<file path="config.mk">
export PLATFORM = sky130hd
export DESIGN_NAME = async_tx_fifo
export DESIGN_NICKNAME = d
export VERILOG_FILES = /design/src/rtl/atx_pkg.sv /design/src/rtl/atx_tick_gen.sv /design/src/rtl/atx_fifo.sv /design/src/rtl/atx_shifter.sv /design/src/rtl/async_tx_fifo.sv
export SDC_FILE = /design/constraint.sdc
export NUM_CORES = 1
export LEC_CHECK = 0
export BUFFER_PORTS_ARGS = -buffer_cell sky130_fd_sc_hd__clkbuf_2
export CORE_MARGIN = 2
export CORE_UTILIZATION = 25
export DETAILED_ROUTE_END_ITERATION = 8
export MAX_ROUTING_LAYER = met4
export PLACE_DENSITY = 0.41
export SETUP_SLACK_MARGIN = 0.2
export SLEW_MARGIN = 40
export SYNTH_ARGS = -nofsm -noshare
export SYNTH_HDL_FRONTEND = slang
export SYNTH_SLANG_ARGS = --single-unit
</file>
<file path="constraint.sdc">
create_clock -name clk -period 4.45 [get_ports clk]
set_input_delay 0.6675 -clock clk [delete_from_list [all_inputs] [get_ports clk]]
set_output_delay 0.6675 -clock clk [all_outputs]
set_load 0.02 [all_outputs]
</file>
<file path="src/rtl/atx_pkg.sv">
// Shared constants, types and the frame builder for the buffered serial transmitter.
// Assumes characters are at most 8 data bits and frames at most 12 bits long.
package atx_pkg;
    localparam int CHAR_W     = 8;
    localparam int FRAME_W    = 12;
    localparam int LEN_W      = 4;
    localparam int MB_SEVEN   = 6;
    localparam int MB_PAR_EN  = 5;
    localparam int MB_PAR_ODD = 4;
    localparam int MB_STOP2   = 3;

    typedef struct packed {
        logic [FRAME_W-1:0] bits;
        logic [LEN_W-1:0]   len;
    } frame_t;

    // Assemble the full bit sequence (bit 0 sent first) and its length.
    function automatic frame_t build_frame(input logic [CHAR_W-1:0] d, input logic [7:0] m);
        frame_t     f;
        logic       p;
        logic [2:0] tail;
        p    = (m[MB_SEVEN] ? ^d[6:0] : ^d) ^ m[MB_PAR_ODD];
        tail = m[MB_PAR_EN] ? {2'b11, p} : 3'b111;
        if (m[MB_SEVEN])
            f.bits = {1'b1, tail, d[6:0], 1'b0};
        else
            f.bits = {tail, d, 1'b0};
        f.len = 4'd10 - {3'b000, m[MB_SEVEN]} + {3'b000, m[MB_PAR_EN]} + {3'b000, m[MB_STOP2]};
        return f;
    endfunction
endpackage

</file>
<file path="src/rtl/atx_tick_gen.sv">
// Oversampling tick source. Produces a one-cycle pulse either every div_val+1
// clocks, or once per rising edge of a synchronised external clock.
// Assumes the external clock is slower than half the system clock.
module atx_tick_gen #(
    parameter int DIV_W = 12
) (
    input  logic             clk,
    input  logic             rst_n,
    input  logic             clk_sel,
    input  logic [DIV_W-1:0] div_val,
    input  logic             ext_clk_in,
    output logic             tick
);
    logic [DIV_W-1:0] div_cnt;
    logic             ext_s1, ext_s2, ext_s3;
    logic             int_hit;

    assign int_hit = (div_cnt >= div_val);

    // Internal divider counter, restarting at each internal tick.
    always_ff @(posedge clk) begin
        if (!rst_n)       div_cnt <= '0;
        else if (int_hit) div_cnt <= '0;
        else              div_cnt <= div_cnt + 1'b1;
    end

    // Two-stage synchroniser plus one history stage for edge detection.
    always_ff @(posedge clk) begin
        if (!rst_n) begin
            ext_s1 <= 1'b0;
            ext_s2 <= 1'b0;
            ext_s3 <= 1'b0;
        end else begin
            ext_s1 <= ext_clk_in;
            ext_s2 <= ext_s1;
            ext_s3 <= ext_s2;
        end
    end

    // Registered tick from whichever source is selected.
    always_ff @(posedge clk) begin
        if (!rst_n)       tick <= 1'b0;
        else if (clk_sel) tick <= ext_s2 & ~ext_s3;
        else              tick <= int_hit;
    end

    assert_ext_single_R8: assert property (@(posedge clk) disable iff (!rst_n)
        (clk_sel && tick) |=> (!tick || !clk_sel));
    assert_div_spacing_R8: assert property (@(posedge clk) disable iff (!rst_n)
        (!clk_sel && tick && div_val != '0) |=> (!tick || clk_sel || div_val == '0));
endmodule

</file>
<file path="src/rtl/atx_fifo.sv">
// Byte store with occupancy count. Writes to a full store are dropped and
// recorded in a sticky flag. Assumes rd_en is raised only when not empty.
module atx_fifo #(
    parameter int DEPTH = 16,
    parameter int W     = 8,
    localparam int PTR_W = $clog2(DEPTH),
    localparam int CNT_W = $clog2(DEPTH + 1)
) (
    input  logic             clk,
    input  logic             rst_n,
    input  logic             wr_en,
    input  logic [W-1:0]     wr_data,
    input  logic             rd_en,
    output logic [W-1:0]     rd_data,
    output logic [CNT_W-1:0] level,
    output logic             empty,
    output logic             overflow
);
    logic [W-1:0]     mem [DEPTH];
    logic [PTR_W-1:0] wr_ptr, rd_ptr;
    logic             full, accept;

    assign full    = (level == CNT_W'(DEPTH));
    assign empty   = (level == '0);
    assign accept  = wr_en && !full;
    assign rd_data = mem[rd_ptr];

    // Storage array write.
    always_ff @(posedge clk) begin
        if (accept) mem[wr_ptr] <= wr_data;
    end

    // Pointers, occupancy and sticky overflow.
    always_ff @(posedge clk) begin
        if (!rst_n) begin
            wr_ptr   <= '0;
            rd_ptr   <= '0;
            level    <= '0;
            overflow <= 1'b0;
        end else begin
            if (accept)
                wr_ptr <= (wr_ptr == PTR_W'(DEPTH - 1)) ? '0 : wr_ptr + 1'b1;
            if (rd_en)
                rd_ptr <= (rd_ptr == PTR_W'(DEPTH - 1)) ? '0 : rd_ptr + 1'b1;
            case ({accept, rd_en})
                2'b10:   level <= level + 1'b1;
                2'b01:   level <= level - 1'b1;
                default: level <= level;
            endcase
            if (wr_en && full) overflow <= 1'b1;
        end
    end

    assert_level_bound_R2: assert property (@(posedge clk) disable iff (!rst_n)
        level <= CNT_W'(DEPTH));
    assert_pop_nonempty_R2: assert property (@(posedge clk) disable iff (!rst_n)
        rd_en |-> !empty);
    assert_full_drop_R3: assert property (@(posedge clk) disable iff (!rst_n)
        (full && wr_en && !rd_en) |=> full);
    assert_ovf_sticky_R3: assert property (@(posedge clk) disable iff (!rst_n)
        overflow |=> overflow);
endmodule

</file>
<file path="src/rtl/atx_shifter.sv">
// Character serializer. When idle, with a byte waiting and clear-to-send
// granted, it takes the byte, builds the frame from the current mode word and
// shifts it out, one bit per OS ticks. Assumes cts_ok is already synchronous.
module atx_shifter
    import atx_pkg::*;
#(
    parameter int OS = 16,
    localparam int OS_W = $clog2(OS)
) (
    input  logic              clk,
    input  logic              rst_n,
    input  logic              tick,
    input  logic              cts_ok,
    input  logic              fifo_has,
    input  logic [CHAR_W-1:0] char_in,
    input  logic [7:0]        mode,
    output logic              pop,
    output logic              txd
);
    logic [FRAME_W-1:0] shreg;
    logic [LEN_W-1:0]   bits_left;
    logic [OS_W-1:0]    os_cnt;
    logic               busy, start;
    frame_t             nxt;

    assign busy  = (bits_left != '0);
    assign start = !busy && fifo_has && cts_ok;
    assign pop   = start;
    assign nxt   = build_frame(char_in, mode);
    assign txd   = shreg[0];

    // Frame load, oversample counting and bit shifting.
    always_ff @(posedge clk) begin
        if (!rst_n) begin
            shreg     <= '1;
            bits_left <= '0;
            os_cnt    <= '0;
        end else if (start) begin
            shreg     <= nxt.bits;
            bits_left <= nxt.len;
            os_cnt    <= '0;
        end else if (busy && tick) begin
            if (os_cnt == OS_W'(OS - 1)) begin
                os_cnt    <= '0;
                shreg     <= {1'b1, shreg[FRAME_W-1:1]};
                bits_left <= bits_left - 1'b1;
            end else begin
                os_cnt <= os_cnt + 1'b1;
            end
        end
    end

    assert_idle_high_R1: assert property (@(posedge clk) disable iff (!rst_n)
        !busy |-> txd);
    assert_start_low_R4: assert property (@(posedge clk) disable iff (!rst_n)
        $rose(busy) |-> !txd);
    assert_hold_between_ticks_R4: assert property (@(posedge clk) disable iff (!rst_n)
        (busy && !tick) |=> $stable(txd));
    assert_cts_block_R9: assert property (@(posedge clk) disable iff (!rst_n)
        (!busy && !cts_ok) |=> !busy);
endmodule

</file>
<file path="src/rtl/async_tx_fifo.sv">
// Top of the buffered asynchronous transmitter: byte store, tick source and
// serializer, with clear-to-send synchronised on entry.
// Assumes DEPTH is a power of two.
module async_tx_fifo
    import atx_pkg::*;
#(
    parameter int DEPTH = 16,
    parameter int DIV_W = 12,
    parameter int OS    = 16,
    localparam int LVL_W = $clog2(DEPTH + 1)
) (
    input  logic             clk,
    input  logic             rst_n,
    input  logic             wr_en,
    input  logic [7:0]       wr_data,
    input  logic [7:0]       fmt_mode,
    input  logic             clk_sel,
    input  logic [DIV_W-1:0] div_val,
    input  logic             ext_clk_in,
    input  logic             cts_n,
    output logic             txd,
    output logic             fifo_empty,
    output logic [LVL_W-1:0] fifo_level,
    output logic             overflow
);
    logic              cts_s1, cts_s2;
    logic              tick, pop;
    logic [CHAR_W-1:0] head;

    // Clear-to-send synchroniser, reset to "not clear".
    always_ff @(posedge clk) begin
        if (!rst_n) begin
            cts_s1 <= 1'b1;
            cts_s2 <= 1'b1;
        end else begin
            cts_s1 <= cts_n;
            cts_s2 <= cts_s1;
        end
    end

    atx_fifo #(.DEPTH(DEPTH), .W(CHAR_W)) fifo_i (
        .clk      (clk),
        .rst_n    (rst_n),
        .wr_en    (wr_en),
        .wr_data  (wr_data),
        .rd_en    (pop),
        .rd_data  (head),
        .level    (fifo_level),
        .empty    (fifo_empty),
        .overflow (overflow)
    );

    atx_tick_gen #(.DIV_W(DIV_W)) tick_i (
        .clk        (clk),
        .rst_n      (rst_n),
        .clk_sel    (clk_sel),
        .div_val    (div_val),
        .ext_clk_in (ext_clk_in),
        .tick       (tick)
    );

    atx_shifter #(.OS(OS)) shift_i (
        .clk      (clk),
        .rst_n    (rst_n),
        .tick     (tick),
        .cts_ok   (!cts_s2),
        .fifo_has (!fifo_empty),
        .char_in  (head),
        .mode     (fmt_mode),
        .pop      (pop),
        .txd      (txd)
    );
endmodule

</file>
# ---- After elaboration in Yosys (flattened, before gate mapping)
# Memories as Yosys holds them, arrays and structs flattened. A register that Yosys moved wholly into a read port is not among the register bits.
# Cells that the tools add are included.
dict set report op_classes {
  n_addsub 10
  n_lt_le_gt_ge 1
  eq_ne 6
  muxes 18
  bitwise 4
  n_reduce_logical 19
}
# operator count
set op_table {}
lappend op_table {{$mux 12} 4}
lappend op_table {{$mux 4} 8}
lappend op_table {{$add 12x1->12 const B} 1}
lappend op_table {{$add 4x1->4 const B} 3}
lappend op_table {{$eq 4x4->1 const B} 3}
lappend op_table {{$ge 12x12->1} 1}
lappend op_table {{$pmux 5 s2} 1}
lappend op_table {{$add 4x1->4} 2}
lappend op_table {{$reduce_xor 8->1} 1}
lappend op_table {{$reduce_xor 7->1} 1}
lappend op_table {{$reduce_bool 2->1} 3}
lappend op_table {{$add 5x1->5 const B} 1}
lappend op_table {{$eq 5x5->1 const B} 1}
lappend op_table {{$logic_and 1x1->1} 5}
lappend op_table {{$logic_not 5->1} 1}
lappend op_table {{$mux 1} 5}
lappend op_table {{$sub 5x1->5 const B} 1}
lappend op_table {{$logic_not 1->1} 4}
lappend op_table {{$reduce_bool 4->1} 1}
lappend op_table {{$reduce_or 2->1} 2}
lappend op_table {{$sub 4x1->4 const A} 1}
lappend op_table {{$sub 4x1->4 const B} 1}
lappend op_table {{$eq 2x1->1 const B} 1}
lappend op_table {{$eq 2x2->1 const B} 1}
lappend op_table {{other kinds (4)} 5}
dict set report totals {
  regBits 52
  ramBits 128
  inputBits 34
  out_inout_bits 8
  elab_cells 73
  memories 1
}
# name words width rd rd_clocked_by_memory_dff write_ports line
set mem_list {}
lappend mem_list {fifo_i.mem 16 8 1 1 1 atx_fifo.sv:19} ;# logic [W-1:0] mem [DEPTH];

# ---- Logic depth before layout (Yosys ltp)
dict set report logic_depth {
  word_depth 6
  mapped_depth 17
  mapped_depth_nobuf 14
}

# ---- Cells and area by module
# From an unflattened synthesis, not the netlist that was laid out.
dict set report unflattened {
  hier_cells 565
  area_unflattened_um2 8016.4
}
# module instances cells_per_inst area_each_um2 seq_area_each_um2
set by_module_without_submodules {}
lappend by_module_without_submodules {atx_fifo 1 329 5967.0 4204.0}
lappend by_module_without_submodules {atx_shifter 1 126 998.5 360.3}
lappend by_module_without_submodules {atx_tick_gen 1 104 991.0 320.3}
lappend by_module_without_submodules {async_tx_fifo 1 6 60.1 40.0}

# ---- Worst setup path after synthesis
# OpenSTA, ideal clock, no wires.
dict set report synth_path {
  path_type {flip-flop to flip-flop}
  start {register fifo_i.level[1]}
  end {register fifo_i.level[4]}
  setup_ps 70
  arrival_ps 3659
  required_ps 4380
  path_slack_ps 720
  path_stages_with_launch 18
  path_buffers 4
  period_less_slack_ps 3730
  cell_sequence {dfxtp_1 clkbuf_1 nor4_1 nor2b_1 or3_1 clkbuf_1 inv_1 clkbuf_1 ha_1 clkbuf_1 xor2_1 ha_1 o21ai_0 a21oi_1 a21oi_1 xor2_1 or3_1 a21oi_1}
}
dict set report synth_via {
  elab_chain_len 6
  word_cells_on_any_way 13
  cone_classes {add/sub (2); eq/ne (3); mux (1); reduce/logical (7)}
}
# item line
set synth_rtl {}
lappend synth_rtl {{start: declaration} atx_fifo.sv:15} ;# output logic [CNT_W-1:0] level,
lappend synth_rtl {{start signal: assignment} atx_fifo.sv:46} ;# 2'b10: level <= level + 1'b1;
lappend synth_rtl {{start signal: assignment} atx_fifo.sv:47} ;# 2'b01: level <= level - 1'b1;
lappend synth_rtl {{start signal: assignment} atx_fifo.sv:48} ;# default: level <= level;
lappend synth_rtl {{$logic_not 5->1 (*)} atx_fifo.sv:24} ;# assign empty = (level == '0);
lappend synth_rtl {{via fifo_empty} async_tx_fifo.sv:22} ;# output logic fifo_empty,
lappend synth_rtl {{$logic_not 1->1 (*)} async_tx_fifo.sv:67} ;# .fifo_has (!fifo_empty),
lappend synth_rtl {{$logic_and 1x1->1 (*) (2 in series)} atx_shifter.sv:27} ;# assign start = !busy && fifo_has && cts_ok;
lappend synth_rtl {{$eq 2x1->1 or $eq 2x2->1 (tied branches)} atx_fifo.sv:45} ;# case ({accept, rd_en})
lappend synth_rtl {{$pmux 5 s2 or $reduce_bool 2->1 (tied branches)} -}
# The timed path passes the listed nets; every way through them passes the cells marked *.
# A chain may end at the register's enable or synchronous reset.

# ---- Worst setup path after layout
dict set report layout_path {
  start {register shift_i.bits_left[0]}
  end {register fifo_i.level[4]}
}
dict set report layout_via {
  elab_chain_len 6
  word_cells_on_any_way 8
  cone_classes {eq/ne (2); mux (1); reduce/logical (5)}
}
# item line
set layout_rtl {}
lappend layout_rtl {{start: declaration} atx_shifter.sv:21} ;# logic [LEN_W-1:0] bits_left;
lappend layout_rtl {{start signal: assignment} atx_shifter.sv:40} ;# bits_left <= nxt.len;
lappend layout_rtl {{start signal: assignment} atx_shifter.sv:46} ;# bits_left <= bits_left - 1'b1;
lappend layout_rtl {{$reduce_bool 4->1 (*)} atx_shifter.sv:26} ;# assign busy = (bits_left != '0);
lappend layout_rtl {{$logic_not 1->1 (*)} atx_shifter.sv:27}
lappend layout_rtl {{$logic_and 1x1->1 (*) (2 in series)} atx_shifter.sv:27}
lappend layout_rtl {{$eq 2x1->1 or $eq 2x2->1 (tied branches)} atx_fifo.sv:45}
lappend layout_rtl {{$pmux 5 s2 or $reduce_bool 2->1 (tied branches)} -}
# Mark *: on every way between the ends. The rest lies on a longest branch, timed or not.

==> impl_metrics.toml <==
[run_status]
outcome = "finished clean"

[sta]
slew_headroom_pct = 48.0
clock.fmax_ghz = 0.290
skew_ns = 0.0169
min_period_ns = 3.45
finalCritPeriodShare_pct = 77.4
slew_violations = 0
setup_viol = 0
report.final.hold_viol_count = 0
rsz0062_at_grt = "false"
finalSetupTns_ns = 0
timing.hold.ws_ns = 0.417
worstMarginPinSlew_ns = 0.780

[pwr]
power.leakage_uw = 0.00325
p_per_area_nw_per_um2 = 398
seq_power_share_pct = 51.4
swShare_pct = 24.1
ir_drop_v = 0.000270
pwr-share-clk_pct = 42.2
combPwrFrac_pct = 6.5
p_int_uw = 2750
p_sw_uw = 875

[logic_synthesis]
synth_fp_nets = 597
synth_area_um2 = 7880
yosysSeqAreaShare_pct = 62.5
synth_edf_count = 128
ys_async_sr_fraction_pct = 0
ys.flop_type = "edfxtp_1"
synth_xor_area_share_pct = 3.60
synth-compound-area-share_pct = 5.97
synth_top_family_by_area = "multiplexers"
synth_simple_gate_area_share_pct = 7.94
synth_cell_type_count = 48
synth-seq-cells = 182
postSynthCellCount = 535
yosys_warnings = 0
yosys.area_share.adder_pct = 4.45
synth_mux_area_share_pct = 11.8
avgSynthCellArea_um2 = 14.7

[global_routing]
antenna_found_initial = 0
grtUsageMet3_pct = 2.99
grt_pass1_wl_mm = 27.0
use_met2_pct = 18.4
grt_pass1_vias = 4630
track_usage_pct = 11.4
grt.busiest_layer = "met2"
grt_max_degree = 30
gr-total-overflow = 0
met1_usage_pct = 14.0

[worst_setup_path]
cp-start-kind = "flop"
crit_path_end_kind = "flop"
cp_data_arrival_time_ns = 3.80
cp_max_fo = 14
rrSetupSlack_ns = 1.00
path_class = "reg2reg"
crit_required_ns = 4.81
ff2ff_path_depth = 15

[clock_network]
clk_path_buf_depth = 2
numClockSinks = 182
cts_root_buf = "clkbuf_16"
postCtsSetupRepairBufs = 0
cts_hold_buf = 0
cts-resized-gates = 0
cts_max_level = 4
cts_made_buffers = 17
cts_tree = "yes"
clk_pin_slew_ns = 0.07
clock_latency_ns = 0.44

[min_path]
hold_path.class = "reg2reg"
hold_depth = 1

[die]
fp.dieH_um = 182
core_region_area_um2 = 31300
dieWidth_um = 182
dieArea_um2 = 33000
rows = 65
ios = 42
start_util_pct = 25.2

[route]
ant_nets = 0
drt_pass1_iterations = 4
via_per_inst = 4.41
first_iter_violations = 293
routed_wl_mm = 17.1
drcViolationCount = 0
wl_per_cell_um = 17.2
vias = 4396

[job]
maxCapViolCount = 0

[layout]
area_growth_pct = 15.6
nets = 643
fill_cells = 3132
design_area_um2 = 9110
antenna_cells = 0
drive_above_1_share_pct = 18.7

[placed_design]
place.gp.congestion = 0.720
place_hpwl_mm = 11.1
place_area_um2 = 8510
place.port_buffers = 37
[final cells by class]
type / count / area, µm² / area share (%)
Inverter: 26 / 97.6 / 1.07
Clock buffer: 17 / 425 / 4.67
Timing Repair Buffer: 53 / 305 / 3.35
Sequential cell: 182 / 4930 / 54.1
Clock inverter: 15 / 171 / 1.88
Multi-Input combinational cell: 301 / 2680 / 29.4
Tap cell: 402 / 503 / 5.52
[critical path, stage by stage (launching register included)]
cell,delay [ns]
dfxtp_1,0.34
inv_1,0.09
ha_1,0.14
or3b_2,0.46
or3_1,0.34
inv_1,0.06
buf_4,0.20
ha_1,0.40
xor2_1,0.20
ha_1,0.20
o21ai_0,0.08
a21oi_1,0.18
a21oi_1,0.10
xor2_1,0.15
or3_1,0.31
a21oi_1,0.13
[metal layers]
metal  part of all wire [%]  wire length, µm
met1                     46             7910
met2                     49             8460
met3                    3.4              590
met4                    1.1              184
met5                      0                0
[power groups by stage]
| stage | logic (µW) | clock network, µW | registers (µW) |
|---|---|---|---|
| after floorplan | 168 | 0 | 1890 |
| after global placement | 232 | 0 | 1900 |
| after detailed placement | 239 | 0 | 1900 |
| after CTS | 240 | 1590 | 1860 |
| after global routing | 263 | 1660 | 1870 |
| final | 234 | 1530 | 1860 |
[cells by family (layout without fill, tap and decap cells)]
group / Yosys count / in the layout
compound gates: 70 / 70
xor+xnor: 29 / 29
buf+inv: 52 / 111
fa+ha+maj: 28 / 28
simple gates: 136 / 136
mux: 38 / 38
flops: 182 / 182
[layout by cell type (no fill, tap or decap), types with 8 or more instances in the layout]
cell type,netlist,final
clkbuf_16,0,17
mux4_1,27,27
xor2_1,16,16
edfxtp_1,128,128
a21oi_1,18,18
inv_1,26,25
xnor2_1,10,10
nand3_1,10,10
nand2_1,48,48
o21ai_0,11,11
a211oi_1,12,12
nor2_1,37,30
dfxtp_1,54,52
mux4_2,9,9
clkbuf_2,1,37
ha_1,28,28
buf_4,0,16
a22oi_1,8,8
[cell usage after synthesis, types with 3 or more instances]
master    count  area share [%]
or3_1         4            0.32
a22oi_1       8            0.76
and3_1        4            0.32
nand4_1       7            0.56
a21o_1        4            0.38
nor2_1       37             1.8
xor2_1       16             1.8
a211oi_1     12             1.1
clkbuf_1     17            0.81
nand3_1      10            0.64
mux4_2        9             2.6
edfxtp_1    128              49
nand2b_1      7            0.56
clkbuf_8      4            0.70
dfxtp_1      54              14
buf_12        3            0.76
nor3_1        4            0.25
nor2b_1       3            0.24
ha_1         28             4.4
o21ai_0      11            0.70
mux4_1       27             9.0
xnor2_1      10             1.1
a21oi_1      18             1.1
nand2_1      48             2.3
inv_1        26             1.2
and2_1        6            0.48
[sequential cells by signal (all words and copies together), names as in the netlist, 4 cells and up, named ones only]
name               count
fifo_i.level           5
fifo_i.wr_ptr          4
tick_i.div_cnt        12
fifo_i.rd_ptr          4
shift_i.bits_left      4
shift_i.shreg         10
fifo_i.mem           128
shift_i.os_cnt         4
[metrics by stage]
stage / setup slack [ns] / std cells / total power, µW / util [%]
after floorplan: 0.720 / 535 / 2060 / -
after detailed placement: 0.999 / 964 / 2140 / 27.2
after CTS: 0.982 / 996 / 3690 / 29.1
final: 1.00 / 996 / 3620 / 29.1
after global routing: 0.737 / 996 / 3790 / 29.1
after global placement: 1.02 / 964 / 2130 / 27.1
[path summary, 6_finish.rpt]
| kind | start | to |
|---|---|---|
| hold / removal | cts_s1 | cts_s2 |
| setup reg to reg | shift_i.bits_left[0] | fifo_i.level[4] |
| setup / recovery | shift_i.bits_left[0] | fifo_i.level[4] |
| hold reg to reg | cts_s1 | cts_s2 |
(Power assumes the default switching activity.)
